===== src/rtl/miim_pkg.sv =====
package miim_pkg;

  // register indexes on the word port
  localparam logic [2:0] RI_CFG   = 3'd0;
  localparam logic [2:0] RI_CMD   = 3'd1;
  localparam logic [2:0] RI_ADDR  = 3'd2;
  localparam logic [2:0] RI_WDATA = 3'd3;
  localparam logic [2:0] RI_RDATA = 3'd4;
  localparam logic [2:0] RI_IND   = 3'd5;

  // frame geometry
  localparam int PRE_BITS   = 32;
  localparam int HDR_BITS   = 14;  // start, opcode, phy, register
  localparam int TA_BITS    = 2;
  localparam int DATA_BITS  = 16;
  localparam int ADR_BITS   = 5;
  localparam int FRAME_BITS = PRE_BITS + HDR_BITS + TA_BITS + DATA_BITS;
  localparam int TA_POS     = PRE_BITS + HDR_BITS;
  localparam int DATA_POS   = TA_POS + TA_BITS;
  localparam int IDX_W      = $clog2(FRAME_BITS);

  typedef struct packed {
    logic                 rd;
    logic [ADR_BITS-1:0]  phy;
    logic [ADR_BITS-1:0]  regad;
    logic [DATA_BITS-1:0] data;
  } miim_req_t;

  function automatic logic [FRAME_BITS-1:0] frame_word(input miim_req_t r);
    logic [1:0] op;
    op = r.rd ? 2'b10 : 2'b01;
    frame_word = {{PRE_BITS{1'b1}}, 2'b01, op, r.phy, r.regad, 2'b10, r.data};
  endfunction

endpackage


===== src/rtl/miim_mdc_div.sv =====
module miim_mdc_div #(
  parameter int HALF_W = 5
) (
  input  logic              clk,
  input  logic              rst,
  input  logic              run,
  input  logic [HALF_W-1:0] half_len,
  output logic              tick
);

  logic [HALF_W-1:0] cnt_q;

  assign tick = run && (cnt_q == half_len - HALF_W'(1));

  always_ff @(posedge clk) begin
    if (rst || !run)  cnt_q <= '0;
    else if (tick)    cnt_q <= '0;
    else              cnt_q <= cnt_q + HALF_W'(1);
  end

  // the count never passes the chosen half period
  a_r7_count_in_range: assert property (@(posedge clk) disable iff (rst)
    run |-> (cnt_q < half_len));

endmodule


===== src/rtl/miim_frame_engine.sv =====
module miim_frame_engine
  import miim_pkg::*;
#(
  parameter int CSEL_W   = 3,
  parameter int DIV_STEP = 2
) (
  input  logic                 clk,
  input  logic                 rst,
  input  logic                 abort,
  input  logic                 start,
  input  miim_req_t            req,
  input  logic [CSEL_W-1:0]    csel,
  input  logic                 mdio_in,
  output logic                 mdc,
  output logic                 mdio_out,
  output logic                 mdio_oe,
  output logic                 busy,
  output logic                 rd_done,
  output logic [DATA_BITS-1:0] rd_data
);

  localparam int HALF_MAX = (1 << CSEL_W) * DIV_STEP;
  localparam int HALF_W   = $clog2(HALF_MAX + 1);
  localparam logic [IDX_W-1:0] TA_IDX   = IDX_W'(TA_POS);
  localparam logic [IDX_W-1:0] DATA_IDX = IDX_W'(DATA_POS);
  localparam logic [IDX_W-1:0] LAST_IDX = IDX_W'(FRAME_BITS - 1);

  logic                  run_q, rd_q, mdc_q, oe_q, dout_q, mdio_q, done_q;
  logic [FRAME_BITS-1:0] shf_q;
  logic [IDX_W-1:0]      idx_q;
  logic [DATA_BITS-1:0]  cap_q;
  logic [HALF_W-1:0]     half_q;
  logic                  tick;

  miim_mdc_div #(.HALF_W(HALF_W)) u_div (
    .clk      (clk),
    .rst      (rst),
    .run      (run_q),
    .half_len (half_q),
    .tick     (tick)
  );

  // input register on the shared data line
  always_ff @(posedge clk) begin
    if (rst) mdio_q <= 1'b1;
    else     mdio_q <= mdio_in;
  end

  always_ff @(posedge clk) begin
    if (rst || abort) begin
      run_q  <= 1'b0;
      rd_q   <= 1'b0;
      mdc_q  <= 1'b1;
      oe_q   <= 1'b0;
      dout_q <= 1'b1;
      done_q <= 1'b0;
      idx_q  <= '0;
      shf_q  <= '0;
      half_q <= HALF_W'(DIV_STEP);
      if (rst) cap_q <= '0;
    end else begin
      done_q <= 1'b0;
      if (!run_q) begin
        if (start) begin
          run_q  <= 1'b1;
          rd_q   <= req.rd;
          shf_q  <= frame_word(req);
          idx_q  <= '0;
          half_q <= HALF_W'((int'(csel) + 1) * DIV_STEP);
        end
      end else if (tick) begin
        if (mdc_q) begin
          // falling edge: present the next bit
          mdc_q  <= 1'b0;
          dout_q <= shf_q[FRAME_BITS-1];
          shf_q  <= {shf_q[FRAME_BITS-2:0], 1'b0};
          oe_q   <= !(rd_q && (idx_q >= TA_IDX));
        end else begin
          // rising edge: the far end samples, the master samples read data
          mdc_q <= 1'b1;
          if (rd_q && (idx_q >= DATA_IDX))
            cap_q <= {cap_q[DATA_BITS-2:0], mdio_q};
          if (idx_q == LAST_IDX) begin
            run_q  <= 1'b0;
            oe_q   <= 1'b0;
            dout_q <= 1'b1;
            done_q <= rd_q;
          end else begin
            idx_q <= idx_q + IDX_W'(1);
          end
        end
      end
    end
  end

  assign mdc      = mdc_q;
  assign mdio_out = dout_q;
  assign mdio_oe  = oe_q;
  assign busy     = run_q;
  assign rd_done  = done_q;
  assign rd_data  = cap_q;

  // clock idles high between frames
  a_r7_mdc_idle_high: assert property (@(posedge clk) disable iff (rst)
    !run_q |-> mdc_q);

  // line released whenever no frame runs
  a_r1_released_when_idle: assert property (@(posedge clk) disable iff (rst)
    !run_q |-> !oe_q);

  // read frames let go of the line from turnaround on
  a_r4_released_in_turnaround: assert property (@(posedge clk) disable iff (rst)
    (run_q && rd_q && !mdc_q && (idx_q >= TA_IDX)) |-> !oe_q);

  // clock moves only on a divider tick
  a_r7_mdc_moves_on_tick: assert property (@(posedge clk) disable iff (rst)
    (run_q && !tick && !abort) |=> $stable(mdc_q));

  // driven bit changes only together with a falling clock
  a_r3_mdio_moves_on_fall: assert property (@(posedge clk) disable iff (rst)
    (run_q && (dout_q != $past(dout_q))) |-> $fell(mdc_q));

  // half period is held for the whole frame
  a_r7_half_len_held: assert property (@(posedge clk) disable iff (rst)
    (run_q && !abort) |=> (!run_q || $stable(half_q)));

endmodule


===== src/rtl/miim_regs.sv =====
module miim_regs
  import miim_pkg::*;
#(
  parameter int              CSEL_W    = 3,
  parameter logic [CSEL_W-1:0] CSEL_INIT = '1
) (
  input  logic                 clk,
  input  logic                 rst,
  input  logic                 bus_wr_en,
  input  logic                 bus_rd_en,
  input  logic [2:0]           bus_idx,
  input  logic [31:0]          bus_wdata,
  output logic [31:0]          bus_rdata,
  input  logic                 eng_busy,
  input  logic                 rd_done,
  input  logic [DATA_BITS-1:0] rd_data,
  output logic                 start,
  output miim_req_t            req,
  output logic [CSEL_W-1:0]    csel,
  output logic                 soft_rst
);

  localparam int PHY_LSB  = 8;
  localparam int RST_BIT  = 31;
  localparam int BUSY_BIT = 0;
  localparam int NV_BIT   = 2;

  logic [CSEL_W-1:0]    csel_q;
  logic                 cmd_rd_q;
  logic [ADR_BITS-1:0]  phy_q, reg_q;
  logic [31:0]          wdat_q;
  logic [DATA_BITS-1:0] rdat_q;
  logic                 nv_q;
  logic                 wr_cfg, wr_cmd, wr_addr, wr_wdata;
  logic                 go_write, go_read;
  logic [31:0]          rd_mux;

  assign wr_cfg   = bus_wr_en && (bus_idx == RI_CFG);
  assign wr_cmd   = bus_wr_en && (bus_idx == RI_CMD);
  assign wr_addr  = bus_wr_en && (bus_idx == RI_ADDR);
  assign wr_wdata = bus_wr_en && (bus_idx == RI_WDATA);

  assign soft_rst = wr_cfg && bus_wdata[RST_BIT];
  assign go_write = wr_wdata && !eng_busy;
  assign go_read  = wr_cmd && bus_wdata[0] && !cmd_rd_q && !eng_busy;
  assign start    = go_write || go_read;

  always_comb begin
    req.rd    = go_read;
    req.phy   = phy_q;
    req.regad = reg_q;
    req.data  = bus_wdata[DATA_BITS-1:0];
  end

  assign csel = csel_q;

  always_comb begin
    rd_mux = '0;
    case (bus_idx)
      RI_CFG:   rd_mux[CSEL_W-1:0] = csel_q;
      RI_CMD:   rd_mux[0] = cmd_rd_q;
      RI_ADDR: begin
        rd_mux[PHY_LSB +: ADR_BITS] = phy_q;
        rd_mux[ADR_BITS-1:0]        = reg_q;
      end
      RI_WDATA: rd_mux = wdat_q;
      RI_RDATA: rd_mux[DATA_BITS-1:0] = rdat_q;
      RI_IND: begin
        rd_mux[BUSY_BIT] = eng_busy;
        rd_mux[NV_BIT]   = nv_q;
      end
      default:  rd_mux = '0;
    endcase
  end

  always_ff @(posedge clk) begin
    if (rst) begin
      csel_q    <= CSEL_INIT;
      cmd_rd_q  <= 1'b0;
      phy_q     <= '0;
      reg_q     <= '0;
      wdat_q    <= '0;
      rdat_q    <= '0;
      nv_q      <= 1'b0;
      bus_rdata <= '0;
    end else begin
      if (wr_cfg)   csel_q   <= bus_wdata[CSEL_W-1:0];
      if (wr_cmd)   cmd_rd_q <= bus_wdata[0];
      if (wr_addr) begin
        phy_q <= bus_wdata[PHY_LSB +: ADR_BITS];
        reg_q <= bus_wdata[ADR_BITS-1:0];
      end
      if (wr_wdata) wdat_q <= bus_wdata;
      if (rd_done)  rdat_q <= rd_data;
      if (soft_rst)     nv_q <= 1'b0;
      else if (go_read) nv_q <= 1'b1;
      else if (rd_done) nv_q <= 1'b0;
      if (bus_rd_en) bus_rdata <= rd_mux;
    end
  end

  // an accepted start shows as busy in the next cycle
  a_r6_busy_follows_start: assert property (@(posedge clk) disable iff (rst)
    start |=> eng_busy);

  // soft reset leaves no frame and no pending read
  a_r9_abort_clears: assert property (@(posedge clk) disable iff (rst)
    soft_rst |=> (!eng_busy && !nv_q));

  // the reset bit never reads back as set
  a_r9_reset_bit_reads_zero: assert property (@(posedge clk) disable iff (rst)
    (bus_rd_en && (bus_idx == RI_CFG)) |=> !bus_rdata[RST_BIT]);

  // stored read data ends the not-valid window
  a_r6_nv_clears_on_done: assert property (@(posedge clk) disable iff (rst)
    (rd_done && !go_read) |=> !nv_q);

endmodule


===== src/rtl/miim_master.sv =====
module miim_master
  import miim_pkg::*;
#(
  parameter int                CSEL_W    = 3,
  parameter logic [CSEL_W-1:0] CSEL_INIT = '1,
  parameter int                DIV_STEP  = 2
) (
  input  logic        clk,
  input  logic        rst,
  input  logic        bus_wr_en,
  input  logic        bus_rd_en,
  input  logic [2:0]  bus_idx,
  input  logic [31:0] bus_wdata,
  output logic [31:0] bus_rdata,
  output logic        mdc,
  output logic        mdio_out,
  output logic        mdio_oe,
  input  logic        mdio_in
);

  logic                 eng_busy, rd_done, start, soft_rst;
  logic [DATA_BITS-1:0] rd_data;
  logic [CSEL_W-1:0]    csel;
  miim_req_t            req;

  miim_regs #(.CSEL_W(CSEL_W), .CSEL_INIT(CSEL_INIT)) u_regs (
    .clk       (clk),
    .rst       (rst),
    .bus_wr_en (bus_wr_en),
    .bus_rd_en (bus_rd_en),
    .bus_idx   (bus_idx),
    .bus_wdata (bus_wdata),
    .bus_rdata (bus_rdata),
    .eng_busy  (eng_busy),
    .rd_done   (rd_done),
    .rd_data   (rd_data),
    .start     (start),
    .req       (req),
    .csel      (csel),
    .soft_rst  (soft_rst)
  );

  miim_frame_engine #(.CSEL_W(CSEL_W), .DIV_STEP(DIV_STEP)) u_eng (
    .clk      (clk),
    .rst      (rst),
    .abort    (soft_rst),
    .start    (start),
    .req      (req),
    .csel     (csel),
    .mdio_in  (mdio_in),
    .mdc      (mdc),
    .mdio_out (mdio_out),
    .mdio_oe  (mdio_oe),
    .busy     (eng_busy),
    .rd_done  (rd_done),
    .rd_data  (rd_data)
  );

endmodule


===== config.mk =====
export PLATFORM = sky130hd
export DESIGN_NAME = miim_master
export DESIGN_NICKNAME = d
export VERILOG_FILES = /design/src/rtl/miim_pkg.sv /design/src/rtl/miim_mdc_div.sv /design/src/rtl/miim_frame_engine.sv /design/src/rtl/miim_regs.sv /design/src/rtl/miim_master.sv
export SDC_FILE = /design/constraint.sdc
export NUM_CORES = 1
export LEC_CHECK = 0
export ABC_AREA = 1
export ABC_CLOCK_PERIOD_IN_PS = 3800
export BUFFER_PORTS_ARGS = -buffer_cell sky130_fd_sc_hd__buf_4
export CAP_MARGIN = 10
export CORE_UTILIZATION = 47
export CTS_CLUSTER_SIZE = 24
export DETAILED_ROUTE_END_ITERATION = 8
export GPL_TIMING_DRIVEN = 0
export PLACE_DENSITY = 0.66
export SYNTH_ARGS = -nofsm -noshare
export SYNTH_HDL_FRONTEND = slang
export SYNTH_SLANG_ARGS = --single-unit

===== constraint.sdc =====
create_clock -name clk -period 3.8 [get_ports clk]
set_input_delay 0.38 -clock clk [delete_from_list [all_inputs] [get_ports clk]]
set_output_delay 0.38 -clock clk [all_outputs]
set_load 0.1 [all_outputs]

* Yosys cells after proc, flatten, opt, wreduce, memory -nomap -nowiden
Cells that the tools add are included.
** Word-level totals
- Register bits :: 197
- Logic and storage cells :: 112
- Bits of input ports :: 40
** Cells by class
- $lt $le $gt $ge :: 2
- Reduce and logical (&&, ||, !) cells :: 34
- Equal/unequal tests :: 13
- Muxes and demuxes :: 36
- Add/subtract/negate cells :: 4
- Bitwise operators :: 3
** Operators with widths (number)
- 2-to-1 mux 64 bit :: 4
- 2-to-1 mux 16 bit :: 7
- 2-to-1 mux 6 bit :: 5
- one-hot mux 5 bit (3 select lines) :: 1
- >= comparator 6 bit, second input constant :: 2
- logical AND 1 bit :: 12
- 2-to-1 mux 1 bit :: 12
- != test 2 bit, second input constant :: 6
- one-hot mux 3 bit (2 select lines) :: 2
- nonzero test 2 bit :: 6
- adder 6 x 1 -> 6 bit, second input constant :: 1
- == test 3 x 2 -> 1 bit, second input constant :: 2
- == test 3 bit, second input constant :: 2
- == test 6 bit, second input constant :: 1
- one-hot mux 1 bit (6 select lines) :: 1
- one-hot mux 2 bit (3 select lines) :: 1
- AND reduction 3 bit :: 2
- adder 5 x 1 -> 5 bit, second input constant :: 1
- == test 5 bit :: 1
- one-hot mux 1 bit (5 select lines) :: 1
- AND reduction 5 bit :: 1
- OR reduction 5 bit :: 1
- subtractor 5 x 1 -> 5 bit, second input constant :: 1
- adder 3 x 1 -> 4 bit, second input constant :: 1
- other kinds (10) :: 18

* Longest topological paths before layout
- Word-level depth :: 8
- Mapped depth :: 14
- Mapped depth without buffers :: 13

* Cells and area by module
Synthesis repeated with hierarchy kept, for this count alone.
** Unflattened totals
- Cells, all modules :: 1070
- Area, all modules :: 8430.6 sq um
** Modules (own cells, without submodules)
- miim_regs :: times used 1, cells an instance 518, area each 4162.7 sq um
- miim_frame_engine :: times used 1, cells an instance 484, area each 3886.2 sq um
- miim_mdc_div :: times used 1, cells an instance 68, area each 381.6 sq um

* Worst setup path before layout
Ideal clock, no wire load.
- Path kind :: reg2reg
- Start point :: register u_eng.mdc_q, in the netlist u_eng.mdc
- End point :: register u_eng.cap_q[0], in the netlist u_eng.rd_data[0] (enable)
- Setup slack :: 891 ps
- Arrival time :: 2498 ps
- Cell stages (with the launch flop) :: 7
- Required time :: 3389 ps
- Clock period less this slack :: 2909 ps
- Cells stage by stage :: dfxtp_1 clkbuf_1 nor2_1 inv_1 nor3_1 nand2_1 o21ai_0
** Between the ends
- Word-level cells in the longest chain between the ends :: 2
** Ends and longest elaborated chain
- from (decl) :: line miim_frame_engine.sv:28 : logic run_q, rd_q, mdc_q, oe_q, dout_q, mdio_q, done_q;
- from (signal assigned) :: line miim_frame_engine.sv:53 : mdc_q <= 1'b1;
- from (signal assigned) :: line miim_frame_engine.sv:74 : mdc_q <= 1'b0;
- from (signal assigned) :: line miim_frame_engine.sv:80 : mdc_q <= 1'b1;
- != test 2 bit (no source line)
- AND reduction 5 bit (no source line)
- to (signal assigned) :: line miim_frame_engine.sv:82 : cap_q <= {cap_q[DATA_BITS-2:0], mdio_q};
- to (decl) :: line miim_frame_engine.sv:31 : logic [DATA_BITS-1:0] cap_q;
Every way passes these cells.
A chain may end at the register's enable or synchronous reset.

* Worst setup path after layout
- Start point :: register u_eng.half_q[1]
- End point :: register u_eng.cap_q[3], in the netlist u_eng.rd_data[3] (enable)
** Between the ends
- Word-level cells in the longest chain between the ends :: 5
** Ends and longest elaborated chain
- from (decl) :: line miim_frame_engine.sv:32 : logic [HALF_W-1:0] half_q;
- from (signal assigned) :: line miim_frame_engine.sv:59 : half_q <= HALF_W'(DIV_STEP);
- from (signal assigned) :: line miim_frame_engine.sv:69 : half_q <= HALF_W'((int'(csel) + 1) * DIV_STEP);
- subtractor 5 x 1 -> 5 bit :: line miim_mdc_div.sv:13 : assign tick = run && (cnt_q == half_len - HALF_W'(1));
- == test 5 bit :: line miim_mdc_div.sv:13
- logical AND 1 bit :: line miim_mdc_div.sv:13
- nonzero test 2 bit (no source line)
- AND reduction 5 bit (no source line)
Every way passes these cells.

==> results by stage <==
Run status:
- The flow ran to the end, and the final reports show no timing, DRC or antenna violations.

Timing:
- The final critical path takes up 69.0% of the cycle.
- The final hold violation count is 0.
- Setup repair after global routing left no endpoint under its margin.
- The setup total negative slack is 0 ns.
- After layout, the minimum clock period comes to 2.62 ns.
- At the pin with the least slew margin, the transition time is 0.979 ns.
- The maximum clock frequency is 382 MHz.
- The number of max-slew violations in the final report is 0.
- Setup violations remaining at the end of the flow were counted as 0.
- The worst setup skew after layout is 0.0108 ns.
- In this run the tightest slew margin relative to its limit is 34.7%.

Detailed routing:
- The via density per instance is 5.25.
- Summing over every cut layer, the via total after detailed routing is 7,345.
- After detailed routing, the number of remaining DRC violations is 0.
- The initial DRC count is 449.
- The total detailed-routing wirelength is 20,700 um.
- In this run the remaining antenna-violating nets after routing total 0.
- The first-pass iteration count of the detailed router is 5.
- In the final routed layout, each cell accounts on average for 14.8 um.

Die:
- In this run the count of I/O pins placed on the die edge is 75.
- The effective utilization at floorplan is 48.4%.
- After floorplanning, the core was divided into 47 placement rows.
- The floorplan step set the die width to 133 um.
- The core region is 16,700 um^2.
- The die outline area is 17,700 um^2.
- The die height is 133 um.

Clock tree:
- The tree is rooted in a sky130_fd_sc_hd__clkbuf_16.
- The clock insertion delay at the later pin of the skew report is 0.44 ns.
- Once the clock tree was built, the setup fixing pass inserted 0 buffers.
- The TritonCTS sink count is 197.
- After clock tree synthesis, the clock-pin slew on the worst setup and hold paths is 0.08 ns.
- After clock tree synthesis, the flow added hold-fix buffers numbering 0.
- The deepest clock path buffer count is 2.
- TritonCTS built the clock tree.
- After clock tree synthesis, the repair step resized 0 gates.
- The number of H-tree levels is 4.
- The total clock buffers created by CTS is 17.

Setup path:
- STA puts the critical path data arrival time at 2.68 ns.
- In this design, the critical path's most frequently occurring cell is sky130_fd_sc_hd__nand2_1.
- The type of the setup path with the least slack is register to register.
- The maximum net fanout on the critical path is 16.
- The standard cell with the maximum stage delay on the critical path is sky130_fd_sc_hd__o21ai_2.
- The type of origin of the critical path is a register.
- Grouping stages by cell kind, the critical path spends the most delay in compound AO/OA/AOI/OAI gates.
- Walking the worst path, the cells encountered are inv_2 > ha_1 > nand2_1 > nand2_1 > nand2_1 > nor2_1 > nand2_1 > nor2_4 > nand2_1 > o21ai_2.
- Together, buffers and inverters on the worst path number 1.
- The largest single stage delay on the critical path is 0.76 ns.
- STA puts the critical path data required time at 3.86 ns.
- The type of element capturing the critical path is a register.

Final layout:
- The post-route standard cell area excluding fillers is 9540 um^2.
- The library cells used most frequently in the layout, excluding fill and tap cells, are 239 x sky130_fd_sc_hd__nand2_1, 181 x sky130_fd_sc_hd__dfxtp_1, 155 x sky130_fd_sc_hd__a21oi_1, 112 x sky130_fd_sc_hd__o21ai_0, 111 x sky130_fd_sc_hd__nor2_1.
- The proportion of layout cells with a drive suffix above 1 is 12.2%.
- The sequential cells in the finished layout cover a total of 4100 um^2.
- The area occupied by multi-input gates is 3370 um^2.
- The number of nets in the layout is 1,212.
- 0 antenna diodes ended up in the layout.
- The fill cell instance count of the final layout is 1,633.
- Relative to the synthesized area, the layout overhead comes to 18.0%.
- The library cell used most frequently in the layout, excluding fill and tap cells, is sky130_fd_sc_hd__nand2_1.

Place:
- The total of buffers placed on input and output ports is 73.
- The detailed placer's ending HPWL is 15,000 um.
- At the end of routability-driven placement, the weighted congestion stood at 0.851.
- Once placement finished, the instance area stood at 8910 um^2.

Synthesis:
- After synthesis, the share of flip-flops with an asynchronous set or reset is 0%.
- The post-synthesis area per instance is 7.52 um^2.
- The total nets after synthesis is 1,120.
- The register area share after synthesis is 50.7%.
- Counting every instance in the synthesized netlist gives 1,075.
- The top flip-flop cell by instance count after synthesis is sky130_fd_sc_hd__dfxtp_1.
- Yosys mapped the design onto 35 distinct sky130hd cell types.
- The flop and latch count out of synthesis is 197.
- During synthesis, Yosys emitted a total of 0 warnings.
- In this run, synthesis inferred 16 flip-flops with an integrated enable.
- The post-synthesis instance area is 8090 um^2.

Global routing:
- The leftover overflow at the end of global routing is 0.
- The number of global-route vias before repair is 6,829.
- Entering global routing, the biggest net connects 18 pins.
- The number of antenna violations at the first check in global routing was 0.
- The wire length of the first global-routing pass is 34,200 um.
- Global routing used 24.4% of the available tracks.

Power and ir drop:
- Dividing total power by cell area gives a power density of 484 nW/um^2.
- The peak ir drop on the vdd network is 0.333 mV.
- Summed over all cells, the static leakage comes to 3.83 nW.

Job:
- The count of max-cap constraint violations is 0.

Worst hold path:
- The path type of the worst min-delay path is input pin to register.
registers in the layout (all words and copies together), names as in the netlist, 3 cells and up:
name and count:
u_eng.rd_data 16, u_eng.half_q 4, u_regs.wdat_q 32, u_regs.csel 3
u_regs.bus_rdata 32, u_eng.shf_q 64, u_eng.idx_q 6, u_regs.rdat_q 16
u_regs.reg_q 5, u_regs.phy_q 5, u_eng.u_div.cnt_q 5
final timing paths:
| check | endpoint | start | cells after the start | slack [ns] |
|---|---|---|---|---|
| max | u_eng.rd_data[3] | u_eng.half_q[1] | 10 | 1.18 |
| min | u_eng.mdio_q | mdio_in | 2 | 0.12 |
| max reg2reg | u_eng.rd_data[3] | u_eng.half_q[1] | 10 | 1.18 |
| min reg2reg | u_regs.wdat_q[5] | u_regs.wdat_q[5] | 2 | 0.45 |
where the power goes:
part	leakage [nW]	internal, mW	switching [mW]
clock network	0.307	1.11	0.811
logic	1.89	0.143	0.337
registers	1.64	2.18	0.0410
kinds of logic (layout without fill, tap and decap cells):
| group | Yosys count | after routing | share of synthesized area, % |
|---|---|---|---|
| AO/OA/AOI/OAI | 284 | 284 | 17.9 |
| XOR/XNOR | 4 | 4 | 0.433 |
| adder cells (fa/ha/maj) | 5 | 5 | 0.774 |
| buffers and inverters | 144 | 249 | 7.58 |
| flip-flops | 197 | 197 | 50.7 |
| AND/OR/NAND/NOR | 441 | 441 | 22.6 |
final cells by class:
cell class / count / area share, %
Inverter: 73 / 2.87
Clock inverter: 15 / 2.10
Multi-Input combinational cell: 734 / 35.4
Buffer: 71 / 3.55
Timing Repair Buffer: 73 / 5.74
Sequential cell: 197 / 43.0
Clock buffer: 17 / 4.46
Tap cell: 220 / 2.89
through the flow:
step / instances / util [%] / hold slack (ns) / power [mW] / worst slack, ns
after floorplan: 1075 / - / 0.425 / 2.59 / 0.891
after global placement: 1368 / 53.4 / 0.439 / 2.74 / 0.0430
after detailed placement: 1368 / 53.4 / 0.442 / 2.74 / 1.19
after CTS: 1400 / 57.1 / 0.115 / 4.64 / 1.17
after global routing: 1400 / 57.1 / 0.126 / 4.79 / 1.01
final: 1400 / 57.1 / 0.124 / 4.62 / 1.18
metal layers:
layer	global-route usage (%)	routed length, um
met3	3.96	1050
met2	39.0	9290
met1	33.8	10100
met5	0	0
met4	7.95	315
synthesized netlist by cell type (3+ instances only):
| master | instances | area, um^2 |
|---|---|---|
| sky130_fd_sc_hd__nand2_1 | 239 | 897 |
| sky130_fd_sc_hd__dfxtp_1 | 181 | 3620 |
| sky130_fd_sc_hd__a21oi_1 | 155 | 776 |
| sky130_fd_sc_hd__o21ai_0 | 113 | 566 |
| sky130_fd_sc_hd__nor2_1 | 111 | 417 |
| sky130_fd_sc_hd__nand3_1 | 65 | 325 |
| sky130_fd_sc_hd__inv_1 | 64 | 240 |
| sky130_fd_sc_hd__clkbuf_1 | 40 | 150 |
| sky130_fd_sc_hd__edfxtp_1 | 16 | 480 |
| sky130_fd_sc_hd__buf_2 | 15 | 75.1 |
| sky130_fd_sc_hd__nand4_1 | 14 | 87.6 |
| sky130_fd_sc_hd__buf_4 | 8 | 60.1 |
| sky130_fd_sc_hd__o211ai_1 | 8 | 60.1 |
| sky130_fd_sc_hd__inv_2 | 6 | 22.5 |
| sky130_fd_sc_hd__ha_1 | 5 | 62.6 |
| sky130_fd_sc_hd__o21ai_1 | 5 | 25.0 |
| sky130_fd_sc_hd__buf_1 | 4 | 15.0 |
| sky130_fd_sc_hd__buf_6 | 3 | 33.8 |
| sky130_fd_sc_hd__clkinv_1 | 3 | 11.3 |
| sky130_fd_sc_hd__xor2_1 | 3 | 26.3 |
Power figures use the tool's default switching activity.
